## src/rtl/eic_pkg.sv

```systemverilog
package eic_pkg;

   localparam int unsigned REG_W    = 32;
   localparam int unsigned PORT_BIT = REG_W - 1;

   typedef logic [REG_W-1:0] word_t;

   // Bits that exist for a given channel count: channels plus the port bit.
   function automatic word_t valid_bits(input int unsigned n_ch);
      word_t m;
      m = '0;
      for (int unsigned b = 0; b < REG_W; b++) begin
         if (b < n_ch || b == PORT_BIT) m[b] = 1'b1;
      end
      return m;
   endfunction

   // Word address map: 0 flags, 1 publish enables, then set/clear pairs.
   function automatic int unsigned addr_set(input int unsigned line);
      return 2 + 2 * line;
   endfunction

   function automatic int unsigned addr_clr(input int unsigned line);
      return 3 + 2 * line;
   endfunction

endpackage

```

## src/rtl/eic_flags.sv

```systemverilog
module eic_flags
   import eic_pkg::*;
#(
   parameter int unsigned N_CH = 8
) (
   input  logic            clk,
   input  logic            rst_n,
   input  logic [N_CH-1:0] ch_evt_i,
   input  logic            detect_i,
   input  logic            sw_we_i,
   input  word_t           sw_data_i,
   output word_t           hit_o,
   output word_t           flags_o
);

   localparam word_t VALID = valid_bits(N_CH);

   logic  det_q;
   logic  det_rise;
   word_t hit;
   word_t flag_q;
   word_t flag_d;

   always_ff @(posedge clk or negedge rst_n) begin
      if (!rst_n) det_q <= 1'b0;
      else        det_q <= detect_i;
   end

   assign det_rise = detect_i & ~det_q;

   always_comb begin
      hit                = '0;
      hit[N_CH-1:0]      = ch_evt_i;
      hit[PORT_BIT]      = det_rise;
   end

   // Software write replaces the flags; hardware events are ORed on top.
   always_comb begin
      flag_d = sw_we_i ? (sw_data_i & VALID) : flag_q;
      flag_d = flag_d | hit;
   end

   always_ff @(posedge clk or negedge rst_n) begin
      if (!rst_n) flag_q <= '0;
      else        flag_q <= flag_d;
   end

   assign hit_o   = hit;
   assign flags_o = flag_q;

endmodule

```

## src/rtl/eic_line.sv

```systemverilog
module eic_line
   import eic_pkg::*;
#(
   parameter int unsigned N_CH     = 8,
   parameter bit          LINE_REG = 1'b0
) (
   input  logic  clk,
   input  logic  rst_n,
   input  logic  set_we_i,
   input  logic  clr_we_i,
   input  word_t wdata_i,
   input  word_t flags_i,
   output word_t mask_o,
   output logic  irq_o
);

   localparam word_t VALID = valid_bits(N_CH);

   word_t mask_q;
   word_t mask_d;
   logic  irq_raw;

   always_comb begin
      mask_d = mask_q;
      if (set_we_i) mask_d = mask_d | (wdata_i & VALID);
      if (clr_we_i) mask_d = mask_d & ~wdata_i;
   end

   always_ff @(posedge clk or negedge rst_n) begin
      if (!rst_n) mask_q <= '0;
      else        mask_q <= mask_d;
   end

   assign irq_raw = |(flags_i & mask_q);
   assign mask_o  = mask_q;

   generate
      if (LINE_REG) begin : g_reg
         logic irq_q;
         always_ff @(posedge clk or negedge rst_n) begin
            if (!rst_n) irq_q <= 1'b0;
            else        irq_q <= irq_raw;
         end
         assign irq_o = irq_q;
      end else begin : g_comb
         assign irq_o = irq_raw;
      end
   endgenerate

endmodule

```

## src/rtl/eic_publish.sv

```systemverilog
module eic_publish
   import eic_pkg::*;
#(
   parameter int unsigned N_CH = 8
) (
   input  logic            clk,
   input  logic            rst_n,
   input  logic            en_we_i,
   input  word_t           wdata_i,
   input  word_t           hit_i,
   output word_t           en_o,
   output logic [N_CH-1:0] pub_ch_o,
   output logic            pub_port_o
);

   localparam word_t VALID = valid_bits(N_CH);

   word_t en_q;
   word_t pub_q;

   always_ff @(posedge clk or negedge rst_n) begin
      if (!rst_n)       en_q <= '0;
      else if (en_we_i) en_q <= wdata_i & VALID;
   end

   always_ff @(posedge clk or negedge rst_n) begin
      if (!rst_n) pub_q <= '0;
      else        pub_q <= hit_i & en_q;
   end

   assign en_o       = en_q;
   assign pub_ch_o   = pub_q[N_CH-1:0];
   assign pub_port_o = pub_q[PORT_BIT];

endmodule

```

## src/rtl/evt_irq_ctrl.sv

```systemverilog
module evt_irq_ctrl
   import eic_pkg::*;
#(
   parameter int unsigned N_CH     = 8,
   parameter int unsigned N_IRQ    = 2,
   parameter int unsigned ADDR_W   = 3,
   parameter bit          LINE_REG = 1'b0
) (
   input  logic              clk,
   input  logic              rst_n,
   input  logic [N_CH-1:0]   ch_evt_i,
   input  logic              detect_i,
   input  logic              bus_we_i,
   input  logic [ADDR_W-1:0] bus_addr_i,
   input  logic [31:0]       bus_wdata_i,
   output logic [31:0]       bus_rdata_o,
   output logic [N_IRQ-1:0]  irq_o,
   output logic [N_CH-1:0]   pub_ch_o,
   output logic              pub_port_o
);

   localparam int unsigned N_REGS = 2 + 2 * N_IRQ;

   generate
      if (N_CH < 1 || N_CH > REG_W - 1) begin : g_bad_nch
         $error("evt_irq_ctrl: N_CH must lie in 1..%0d", REG_W - 1);
      end
      if (N_IRQ < 1) begin : g_bad_nirq
         $error("evt_irq_ctrl: N_IRQ must be at least 1");
      end
      if ((1 << ADDR_W) < N_REGS) begin : g_bad_aw
         $error("evt_irq_ctrl: ADDR_W too narrow for %0d registers", N_REGS);
      end
   endgenerate

   localparam logic [ADDR_W-1:0] A_FLAGS = ADDR_W'(0);
   localparam logic [ADDR_W-1:0] A_PUBEN = ADDR_W'(1);

   word_t                       flag_vec;
   word_t                       hit_vec;
   word_t                       pub_en;
   logic [N_IRQ-1:0][REG_W-1:0] en_mask;

   eic_flags #(.N_CH(N_CH)) i_flags (
      .clk       (clk),
      .rst_n     (rst_n),
      .ch_evt_i  (ch_evt_i),
      .detect_i  (detect_i),
      .sw_we_i   (bus_we_i && bus_addr_i == A_FLAGS),
      .sw_data_i (bus_wdata_i),
      .hit_o     (hit_vec),
      .flags_o   (flag_vec)
   );

   eic_publish #(.N_CH(N_CH)) i_publish (
      .clk        (clk),
      .rst_n      (rst_n),
      .en_we_i    (bus_we_i && bus_addr_i == A_PUBEN),
      .wdata_i    (bus_wdata_i),
      .hit_i      (hit_vec),
      .en_o       (pub_en),
      .pub_ch_o   (pub_ch_o),
      .pub_port_o (pub_port_o)
   );

   generate
      for (genvar k = 0; k < N_IRQ; k++) begin : g_line
         localparam logic [ADDR_W-1:0] A_SET = ADDR_W'(addr_set(k));
         localparam logic [ADDR_W-1:0] A_CLR = ADDR_W'(addr_clr(k));
         eic_line #(.N_CH(N_CH), .LINE_REG(LINE_REG)) i_line (
            .clk      (clk),
            .rst_n    (rst_n),
            .set_we_i (bus_we_i && bus_addr_i == A_SET),
            .clr_we_i (bus_we_i && bus_addr_i == A_CLR),
            .wdata_i  (bus_wdata_i),
            .flags_i  (flag_vec),
            .mask_o   (en_mask[k]),
            .irq_o    (irq_o[k])
         );
      end
   endgenerate

   // Read mux: set and clear addresses of a line both return its mask.
   always_comb begin
      bus_rdata_o = '0;
      if (bus_addr_i == A_FLAGS) bus_rdata_o = flag_vec;
      if (bus_addr_i == A_PUBEN) bus_rdata_o = pub_en;
      for (int unsigned k = 0; k < N_IRQ; k++) begin
         if (bus_addr_i == ADDR_W'(addr_set(k)) || bus_addr_i == ADDR_W'(addr_clr(k)))
            bus_rdata_o = en_mask[k];
      end
   end

endmodule

```

## config.mk

```make
export PLATFORM = sky130hd
export DESIGN_NAME = evt_irq_ctrl
export DESIGN_NICKNAME = d
export VERILOG_FILES = /design/src/rtl/eic_pkg.sv /design/src/rtl/eic_flags.sv /design/src/rtl/eic_line.sv /design/src/rtl/eic_publish.sv /design/src/rtl/evt_irq_ctrl.sv
export SDC_FILE = /design/constraint.sdc
export NUM_CORES = 1
export LEC_CHECK = 0
export ABC_AREA = 1
export ABC_CLOCK_PERIOD_IN_PS = 900
export BUFFER_PORTS_ARGS = -buffer_cell sky130_fd_sc_hd__buf_2
export CORE_ASPECT_RATIO = 1.1
export CORE_UTILIZATION = 49
export DETAILED_ROUTE_END_ITERATION = 7
export PLACE_DENSITY = 0.79
export SYNTH_ARGS = -nofsm -noshare
export SYNTH_HDL_FRONTEND = slang
export SYNTH_SLANG_ARGS = --single-unit
```

## constraint.sdc

```tcl
create_clock -name clk -period 0.9 [get_ports clk]
set_input_delay 0.09 -clock clk [delete_from_list [all_inputs] [get_ports clk]]
set_output_delay 0.09 -clock clk [all_outputs]
set_load 0.1 [all_outputs]
```

Word level (Yosys, flattened, before mapping) --
Index checks and enable logic that the tools add are counted.
Storage, ports and cells: flip-flop bits (word level) 138, bits of input ports 47, output and inout port bits 43, word-level logic and storage cells 42
Operators by class: equal/unequal tests 5, muxes and demuxes 9, bitwise gates (word level) 11, reductions and logical operators 11
Operators with widths (number):
- $mux W32 | 9
- $and A32 B32 Y32 | 5
- $or A32 B32 Y32 | 3
- $reduce_or A32 Y1 | 2
- $not A32 Y32 | 1
- $eq A3 B2 Y1 const B | 2
- $eq A3 B3 Y1 const B | 2
- $logic_and A1 B1 Y1 | 6
- $eq A3 B1 Y1 const B | 1
- $logic_not A3 Y1 | 1
- $logic_or A1 B1 Y1 | 2
- $and A1 B1 Y1 | 1
- $not A1 Y1 | 1

Logic depth before layout (Yosys ltp) --
Gate-level depths: netlist (run 1).
depth in word-level cells 5, mapped depth 8

Modules after synthesis --
From an unflattened synthesis (run 1), not the netlist that was laid out.
Unflattened totals: cells, all modules 756, area, all modules 5614.1 µm²
Modules (own cells, without submodules):
- eic_line | instances 2, cells an instance 149, area an instance 1385.1 µm², seq. area each 800.8 µm²
- evt_irq_ctrl | instances 1, cells an instance 263, area an instance 1179.9 µm², seq. area each 0.0 µm²
- eic_flags | instances 1, cells an instance 106, area an instance 853.3 µm², seq. area each 250.2 µm²
- eic_publish | instances 1, cells an instance 89, area an instance 810.8 µm², seq. area each 450.4 µm²

Worst setup path before layout (run 1) --
OpenSTA, ideal clock, no wires.
kind input port to output port, start point in bus_addr_i[1], end point out bus_rdata_o[21], data arrival time 2.694 ns, data required time 0.810 ns, path slack -1.884 ns, cell stages on the path 5, cell sequence inv_2 -> nor2_4 -> inv_1 -> clkbuf_1 -> o21ai_0
On the way: word-level cells in the longest chain between the ends 5, elaborated cells between the ends (all ways) 12
Ends and longest elaborated chain:
- from (decl) | line evt_irq_ctrl.sv:14 | input logic [ADDR_W-1:0] bus_addr_i,
- $logic_not A3 Y1 | line evt_irq_ctrl.sv:86 | if (bus_addr_i == A_FLAGS) bus_rdata_o = flag_vec;
- $mux W32 | line evt_irq_ctrl.sv:86
- $mux W32 | line evt_irq_ctrl.sv:87 | if (bus_addr_i == A_PUBEN) bus_rdata_o = pub_en;
- $mux W32 | line evt_irq_ctrl.sv:89 | if (bus_addr_i == ADDR_W'(addr_set(k)) || bus_addr_i == ADDR_W'(addr_clr(k)))
- $mux W32 (*) | line evt_irq_ctrl.sv:89
- to (decl) | line evt_irq_ctrl.sv:16 | output logic [31:0] bus_rdata_o,
Every way passes the cells marked *; elsewhere a longest branch is shown, timed or not.

Final worst setup path (run 1) --
start point reg i_flags.flag_q[1], in the netlist i_flags.flags_o[1], end point out irq_o[0]
On the way: word-level cells in the longest chain between the ends 2
Ends and longest elaborated chain:
- from (decl) | line eic_flags.sv:21 | word_t flag_q;
- from (signal assigned) | line eic_flags.sv:45 | else flag_q <= flag_d;
- $and A32 B32 Y32 | line eic_line.sv:34 | assign irq_raw = |(flags_i & mask_q);
- $reduce_or A32 Y1 | line eic_line.sv:34
- to (decl) | line evt_irq_ctrl.sv:17 | output logic [N_IRQ-1:0] irq_o,
No other way between the ends.

==> results.toml, run 1 <==
[status]
status = "complete, but fails checks"
violations = "negative setup slack"

[sta]
timing.setup.tns_ns = -16.89
final_hold_viol_count = 0
fin_crit_sh = 1.88
setup_ws_ns = -0.795
fin_skew_ns = 0.0100
setup_violations = 49
fmax_ghz = 0.590
max_slew_margin = 0.699
period_needed_ns = 1.69
rsz0062_at_grt = "true"
worst_slew_pin_slew_ns = 0.447
drv_slew = 0

[grt]
grt_use_total = 0.354
grt_max_degree = 27
gr-total-overflow = 0
antenna_found_initial = 0
grt_pass1_vias = 4639
grt_pass1_wl_um = 24300

[final_layout]
area_growth_syn_to_layout_pct = 75.9
num-fill-cells = 323
final_common_cell = "buf_4"
drive_gt1_frac = 0.484
num-nets-final = 745
antenna_cells = 0
utilization = 0.889
layout_common_cells = "84 x buf_4, 82 x dfrtp_1, 63 x nand2_1"

[die]
dieHeight_um = 99.4
die_w_um = 90.6
num_io_pins = 90
rows = 35
fp.coreArea_um2 = 8360
dieArea_um2 = 9000
start_util = 0.505

[clock_tree]
h-tree-depth = 3
cts_sinks = 92
clkSlewWorstSetupHoldPaths_ns = 0.10
cts-root-buf = "clkbuf_8"
clk_path_buf_depth = 2
cts_buffers = 9
cts_tree = "done"
insertion_delay_ns = 0.37

[place]
gp_congestion = 0.910
hpwlAfterDp_um = 8930
io_buffers = 89

[pwr]
p_leak_nw = 3.72
irDropWorstVdd_mv = 1.12
power-per-cell-area_nw_per_um2 = 1730

[route]
wl_met1_um = 6410
drt_wl_total_um = 18200
routed.top_layer = "met4"
initialDrtViolationCount = 523
vias_per_cell = 5.85
drtPass1Iterations = 5
drc_errors = 0
drt.antenna.violating_nets = 0
wl_met3_um = 1700
wire_per_inst_um = 22.3
wl_met2_um = 9110
via_count = 4764

[logic_synthesis]
synth_area_um2 = 4230
synth_top_family_by_area = "simple AND/OR/NAND/NOR gates"
synth_edf_count = 0
ys_seq_area_frac = 0.545
avgSynthCellArea_um2 = 8.75
ys_dominant_reg_cell = "dfrtp_1"
synth_fp_nets = 530
netlist.area_leader.share = 0.545
synth_xor_xnor_area_share = 0
yosys.area.top_type = "dfrtp_1"
synth-seq-cells = 92
synthCells = 483
ys_async_sr_fraction = 1.00
ys.warnings.count = 0
synth_compound_area_frac = 0.128
yosys.area_share.simple = 0.226
yosys.cell_types.count = 26
ys_top_cells_by_area = "dfrtp_1 54%, nand2_1 9.6%, inv_1 5.6%"
muxShareOfSynthArea = 0
synth_fa_ha_area_frac = 0

[worst_setup_path]
startpoint_type = "flop"
path_max_fanout = 3
cp.required_ns = 0.81
crit_type = "flop to primary output"
critPathCaptureType = "primary output"
crit_arrival_ns = 1.60
rrSetupSlack_ns = -0.18

[job]
maxCapViolations = 0

[min_path]
hp-class = "primary input to flop"
==> Yosys cell counts (2+ instances only) <==
cell	instances
nand2_1	108
dfrtp_1	92
inv_1	63
a21oi_1	42
nor2_1	40
o21ai_0	24
a21boi_0	22
nand4_1	21
nand3_1	18
buf_4	11
nand3b_1	8
o21ai_1	8
buf_2	5
buf_6	4
inv_2	4
nand3_2	2
nand4_4	2
==> layer usage <==
| metal | vias up | GRT usage |
|---|---|---|
| li1 | 1984 | - |
| met5 | - | 0 |
| met1 | 2303 | 0.424 |
| met4 | 0 | 0.166 |
| met3 | 93 | 0.0459 |
| met2 | 384 | 0.632 |
==> cell families after synthesis <==
group	after synthesis
compound gates	97
buf+inv	90
flops	92
simple gates	204
==> power by group <==
part	switching, W	total, W	leakage [nW]	internal, W
clock	0.00166	0.00276	0.0893	0.00110
sequential	0.000357	0.00499	1.14	0.00464
combinational	0.00309	0.00508	2.49	0.00199
==> worst max-delay path, cell delays in order, from the launching register on <==
cell and delay [ns]:
dfrtp_1 0.42, buf_6 0.14, nand2_2 0.07, nand4_1 0.17
nor2_1 0.18, nand2_2 0.10, buf_12 0.17
==> what timing repair did <==
action	in CTS	in global routing
setup buffers	25	11
cloned	3	0
endpoints found under the setup margin	44	45
hold buffers	35	0
endpoints found under the hold margin	156	0
pin swaps	33	17
gates resized for setup	71	32
==> per-stage QoR <==
step	setup slack [ns]	hold WS (ns)	cell area, µm²	instances	total power (W)
6_report	-0.795	0.0122	7430	814	0.0128
5_1_grt	-0.811	0.0220	7430	814	0.0132
4_1_cts	-0.657	0.00282	7280	805	0.0123
3_5_place_dp	-0.402	0.0101	6300	726	0.00921
3_3_place_gp	-0.377	0.00869	6300	726	0.00907
2_1_floorplan	-0.334	-0.206	4700	483	0.00741
==> cell type report <==
cell class / count / area, µm² / share of cell area
clock inverters: 6 / 46.3 / 0.00623
repair buffers: 227 / 2440 / 0.328
flip-flops and latches: 92 / 2310 / 0.311
clock buffers: 10 / 138 / 0.0185
inverters: 67 / 267 / 0.0358
multi-input cells: 301 / 2090 / 0.282
well taps: 111 / 139 / 0.0187
==> worst paths after layout <==
check	start	to	depth (start not counted)
hold reg to reg	g_line[0].i_line.mask_o[20]	g_line[0].i_line.mask_o[20]	2
max in group asynchronous	rst_n	i_publish.pub_q[7]	3
min in group asynchronous	rst_n	g_line[1].i_line.mask_o[21]	2
setup reg to reg	g_line[1].i_line.mask_o[20]	g_line[1].i_line.mask_o[20]	2
hold / removal	bus_wdata_i[6]	flop	3
setup / recovery	i_flags.flags_o[1]	irq_o[0]	6
Power figures use the tool's default switching activity.
==> run 2, diff against run 1 <==
- ABC_CLOCK_PERIOD_IN_PS: 900 -> 1600
- BUFFER_PORTS_ARGS: -buffer_cell sky130_fd_sc_hd__buf_2 -> -buffer_cell sky130_fd_sc_hd__buf_4
- CORE_UTILIZATION: 49 -> 54
- PLACE_DENSITY: 0.79 -> 0.82
- clock period: 0.9 -> 1.6 ns (I/O delays scaled with it)
==> results.toml, run 2 (synthesis results as in run 1) <==
[final_layout]
final_area_um2 = 5900
num-nets-final = 665
fin_cells = 728
drive_gt1_frac = 0.289
num-fill-cells = 476
area_growth_syn_to_layout_pct = 39.6
antenna_cells = 0
utilization = 0.785
final_common_cell = "buf_4"
layout_common_cells = "100 x buf_4, 97 x nand2_1, 92 x dfrtp_1"

[die]
rows = 33
fp.coreArea_um2 = 7510
num_io_pins = 90
die_w_um = 86.4
start_util = 0.562
dieArea_um2 = 8180
dieHeight_um = 94.8

[worst_setup_path]
crit_arrival_ns = 1.45
cp.required_ns = 1.44
crit_path_top_delay_cell = "dfrtp_1"
slowest_delay_ns = 0.42
crit_type = "flop to primary output"
critPathCaptureType = "primary output"
crit_family = "flip-flops"
cp_cell_sequence = "nand2_1 -> nand2_2 -> a21oi_2 -> nand4_1 -> buf_12"
startpoint_type = "flop"
cp_num_buf_inv = 1
path_max_fanout = 3

[grt]
top_usage_layer = "met2"
grt_pass1_vias = 3856
grt_pass1_wl_um = 18100
grt_max_degree = 93
gr-total-overflow = 0
globalRouteMet3Util = 0.0638
grtUsageMet1 = 0.358
antenna_found_initial = 0
grt_util_met2 = 0.501
grt_use_total = 0.292

[place]
io_buffers = 89
hpwlAfterDp_um = 7110
postPlaceCellArea_um2 = 5250
place_inst = 671
gp_congestion = 0.900
pre_cts_ws_ns = 0.0997

[pwr]
power-per-cell-area_nw_per_um2 = 1050
p_leak_nw = 2.99
power_w = 0.00621
irDropWorstVdd_mv = 0.612

[job]
maxCapViolations = 0

[sta]
drv_slew = 0
setup_violations = 1
worst_slew_pin_slew_ns = 0.493
fin_crit_sh = 1.00
setup_ws_ns = -0.00698
fin_skew_ns = 0.00784
period_needed_ns = 1.61
max_slew_margin = 0.671
final_hold_viol_count = 0
fmax_ghz = 0.622
rsz0062_at_grt = "true"

[clock_tree]
clk_path_buf_depth = 2
cts_buffers = 9
clkSlewWorstSetupHoldPaths_ns = 0.09
h-tree-depth = 3
cts_sinks = 92
cts_tree = "done"
insertion_delay_ns = 0.35
cts-root-buf = "clkbuf_8"

[route]
drt_wl_total_um = 11400
initialDrtViolationCount = 172
via_count = 3874
drt.antenna.violating_nets = 0
drc_errors = 0
vias_per_cell = 5.32
drtPass1Iterations = 4
wire_per_inst_um = 15.7

[min_path]
hp-class = "primary input to flop"

[status]
violations = "negative setup slack"
status = "complete, but fails checks"
==> run 2: worst min-delay path, stage by stage <==
cell	delay, ns
buf_4	0.10
nand2_1	0.05
nand3b_1	0.07
==> run 2: area by class of cell <==
class | instances | area, µm² | area share
multi-input combinational | 301 | 1720 | 0.291
inverter | 67 | 251 | 0.0426
clock inverter | 6 | 71.3 | 0.0121
clock buffer | 10 | 128 | 0.0216
timing repair buffer | 147 | 1300 | 0.220
tap | 105 | 131 | 0.0223
sequential | 92 | 2300 | 0.390
==> run 2: timing repair <==
| item | 4_1_cts | 5_1_grt |
|---|---|---|
| hold buffers | 33 | 0 |
| pin swaps | 5 | 3 |
| setup endpoints to repair | 1 | 10 |
| resized for setup | 6 | 12 |
| buffers inserted | 3 | 5 |
| hold endpoints to repair | 150 | 0 |
==> run 2: power breakdown <==
part           internal (W)  switching [W]
clock              0.000736       0.000818
combinational      0.000554        0.00134
sequential          0.00260       0.000159
==> run 2: final timing paths <==
check | to | startpoint | slack (ns) | cells past startpoint
hold / removal | i_flags.flags_o[3] | bus_wdata_i[3] | 0.06 | 3
hold reg to reg | i_publish.pub_q[31] | i_flags.det_q | 0.50 | 3
min in group asynchronous | g_line[1].i_line.mask_o[16] | rst_n | 0.39 | 3
setup / recovery | irq_o[1] | flop | -0.007 | 5
max in group asynchronous | async pin | rst_n | 0.83 | 3
setup reg to reg | i_flags.flags_o[2] | i_flags.flags_o[2] | 0.76 | 3
==> run 2: metal layers <==
layer / vias up / wire length (µm)
met5: - / 0
met4: 0 / 237
met3: 24 / 886
met2: 190 / 5830
met1: 1839 / 4470
li1: 1821 / -
==> run 2: stage by stage <==
| step | setup TNS [ns] | hold slack [ns] |
|---|---|---|
| 3_3_place_gp | 0 | 0.237 |
| 2_1_floorplan | -1.87 | -0.136 |
| 5_1_grt | -0.172 | 0.0327 |
| 6_report | -0.00698 | 0.0553 |
| 3_5_place_dp | 0 | 0.241 |
| 4_1_cts | -0.00102 | 0.0368 |
==> run 3, diff against run 2 <==
- SKIP_LAST_GASP: default -> 1
==> results.toml, run 3 (synthesis results as in run 1) <==
[status]
status = "complete, but fails checks"
violations = "negative setup slack"

[place]
hpwlAfterDp_um = 7110
gp_congestion = 0.900
io_buffers = 89
pre_cts_ws_ns = 0.0997

[sta]
fmax_ghz = 0.624
setup_violations = 1
fin_crit_sh = 1.00
worst_slew_pin_slew_ns = 0.484
setup_ws_ns = -0.00226
timing.setup.tns_ns = -0.00226
period_needed_ns = 1.60
max_slew_margin = 0.677
fin_skew_ns = 0.00684
hold_ws_ns = 0.0564
drv_slew = 0
final_hold_viol_count = 0
rsz0062_at_grt = "true"

[worst_setup_path]
startpoint_type = "flop"
cp_cell_sequence = "nand2_1 -> nand2_2 -> a21oi_2 -> nand4_1 -> buf_12"
rr_worst_depth = 3
crit_type = "flop to primary output"
slowest_delay_ns = 0.42
rrSetupSlack_ns = 0.76
crit-reg2reg-launch = "i_flags.flags_o[2]"
cp.required_ns = 1.44
critPathCaptureType = "primary output"
path_max_fanout = 3
crit_arrival_ns = 1.44
regToRegEndpoint = "i_flags.flags_o[2]"
crit_path_top_delay_cell = "dfrtp_1"

[route]
vias_per_cell = 5.36
drt.antenna.violating_nets = 0
via_count = 3901
initialDrtViolationCount = 184
drtPass1Iterations = 5
drc_errors = 0
wire_per_inst_um = 15.7
drt_wl_total_um = 11400

[pwr]
p_leak_nw = 2.99
power-per-cell-area_nw_per_um2 = 1050
irDropWorstVdd_mv = 0.613
power_w = 0.00621

[die]
start_util = 0.562
dieHeight_um = 94.8
die_w_um = 86.4
num_io_pins = 90
dieArea_um2 = 8180
rows = 33
fp.coreArea_um2 = 7510

[clock_tree]
clkSlewWorstSetupHoldPaths_ns = 0.09
clk_path_buf_depth = 2
cts-root-buf = "clkbuf_8"
insertion_delay_ns = 0.35
cts_tree = "done"
h-tree-depth = 3
cts_sinks = 92
cts_buffers = 9

[min_path]
whs_path_depth = 3
hold_start = "bus_wdata_i[4]"
hp-class = "primary input to flop"
whs_endpoint = "i_flags.flags_o[4]"

[grt]
grt_max_degree = 93
grt_pass1_wl_um = 18100
gr-total-overflow = 0
antenna_found_initial = 0
grt_pass1_vias = 3852
grt_use_total = 0.292

[final_layout]
final_common_cell = "buf_4"
area_growth_syn_to_layout_pct = 39.7
layout_common_cells = "100 x buf_4, 96 x nand2_1, 92 x dfrtp_1"
drive_gt1_frac = 0.291
antenna_cells = 0
num-nets-final = 665
num-fill-cells = 477

[job]
maxCapViolations = 0
[run 3: cell counts in the layout (fill, tap and decap cells not counted)]
Identical to the previous run, type by type.
[run 3: how the worst max path moves through the flow]
stage,start,endpoint,slack [ns],depth (start not counted)
5_1_grt,i_flags.flags_o[6],irq_o[1],-0.08,5
3_5_place_dp,bus_addr_i[0],bus_rdata_o[14],0.1,8
3_3_place_gp,bus_addr_i[0],bus_rdata_o[16],0.17,8
2_1_floorplan,bus_addr_i[1],bus_rdata_o[21],-0.19,5
6_report,flop,irq_o[1],-0.002,5
4_1_cts,i_flags.flags_o[3],irq_o[1],-0.003,5
[run 3: per-stage QoR]
stage          area [µm²]  std cells   util
5_1_grt              5900        728  0.786
6_report             5900        728  0.786
4_1_cts              5820        723  0.774
2_1_floorplan        4430        483      -
3_5_place_dp         5250        671  0.698
3_3_place_gp         5250        671  0.698
[run 3: routing by layer]
layer  vias to the layer above  global-route usage  routed length (µm)
met5                         -                   0                   0
met1                      1830               0.358                4320
met2                       221               0.500                5790
met3                        27              0.0638                1030
met4                         0               0.122                 251
li1                       1823                   -                   -
[run 3: final cells by class]
type | instances | area, µm² | share of cell area
inverters | 67 | 251 | 0.0426
clock inverters | 6 | 71.3 | 0.0121
clock buffers | 10 | 128 | 0.0216
repair buffers | 147 | 1300 | 0.220
flip-flops and latches | 92 | 2300 | 0.390
well taps | 105 | 131 | 0.0223
multi-input cells | 301 | 1720 | 0.291
[run 3: what timing repair did]
action / 4_1_cts / 5_1_grt
buffers inserted: 3 / 5
resized for setup: 5 / 14
hold endpoints to repair: 150 / 0
pin swaps: 3 / 4
endpoints found under the setup margin: 1 / 10
hold buffers: 33 / 0
[run 3: power by group]
group	switching [W]	total [W]	leakage [nW]	internal (W)
Clock	0.000816	0.00155	0.0935	0.000736
Sequential	0.000159	0.00276	1.15	0.00260
Combinational	0.00134	0.00190	1.74	0.000555
Total	0.00231	0.00621	2.99	0.00389
[run 3: worst max-delay path: cells and delay by family (launching register included)]
| family | cells | cell delay [ns] |
|---|---|---|
| flip-flops | 1 | 0.42 |
| AND/OR/NAND/NOR | 3 | 0.32 |
| buffers and inverters | 1 | 0.22 |
| AO/OA/AOI/OAI | 1 | 0.13 |
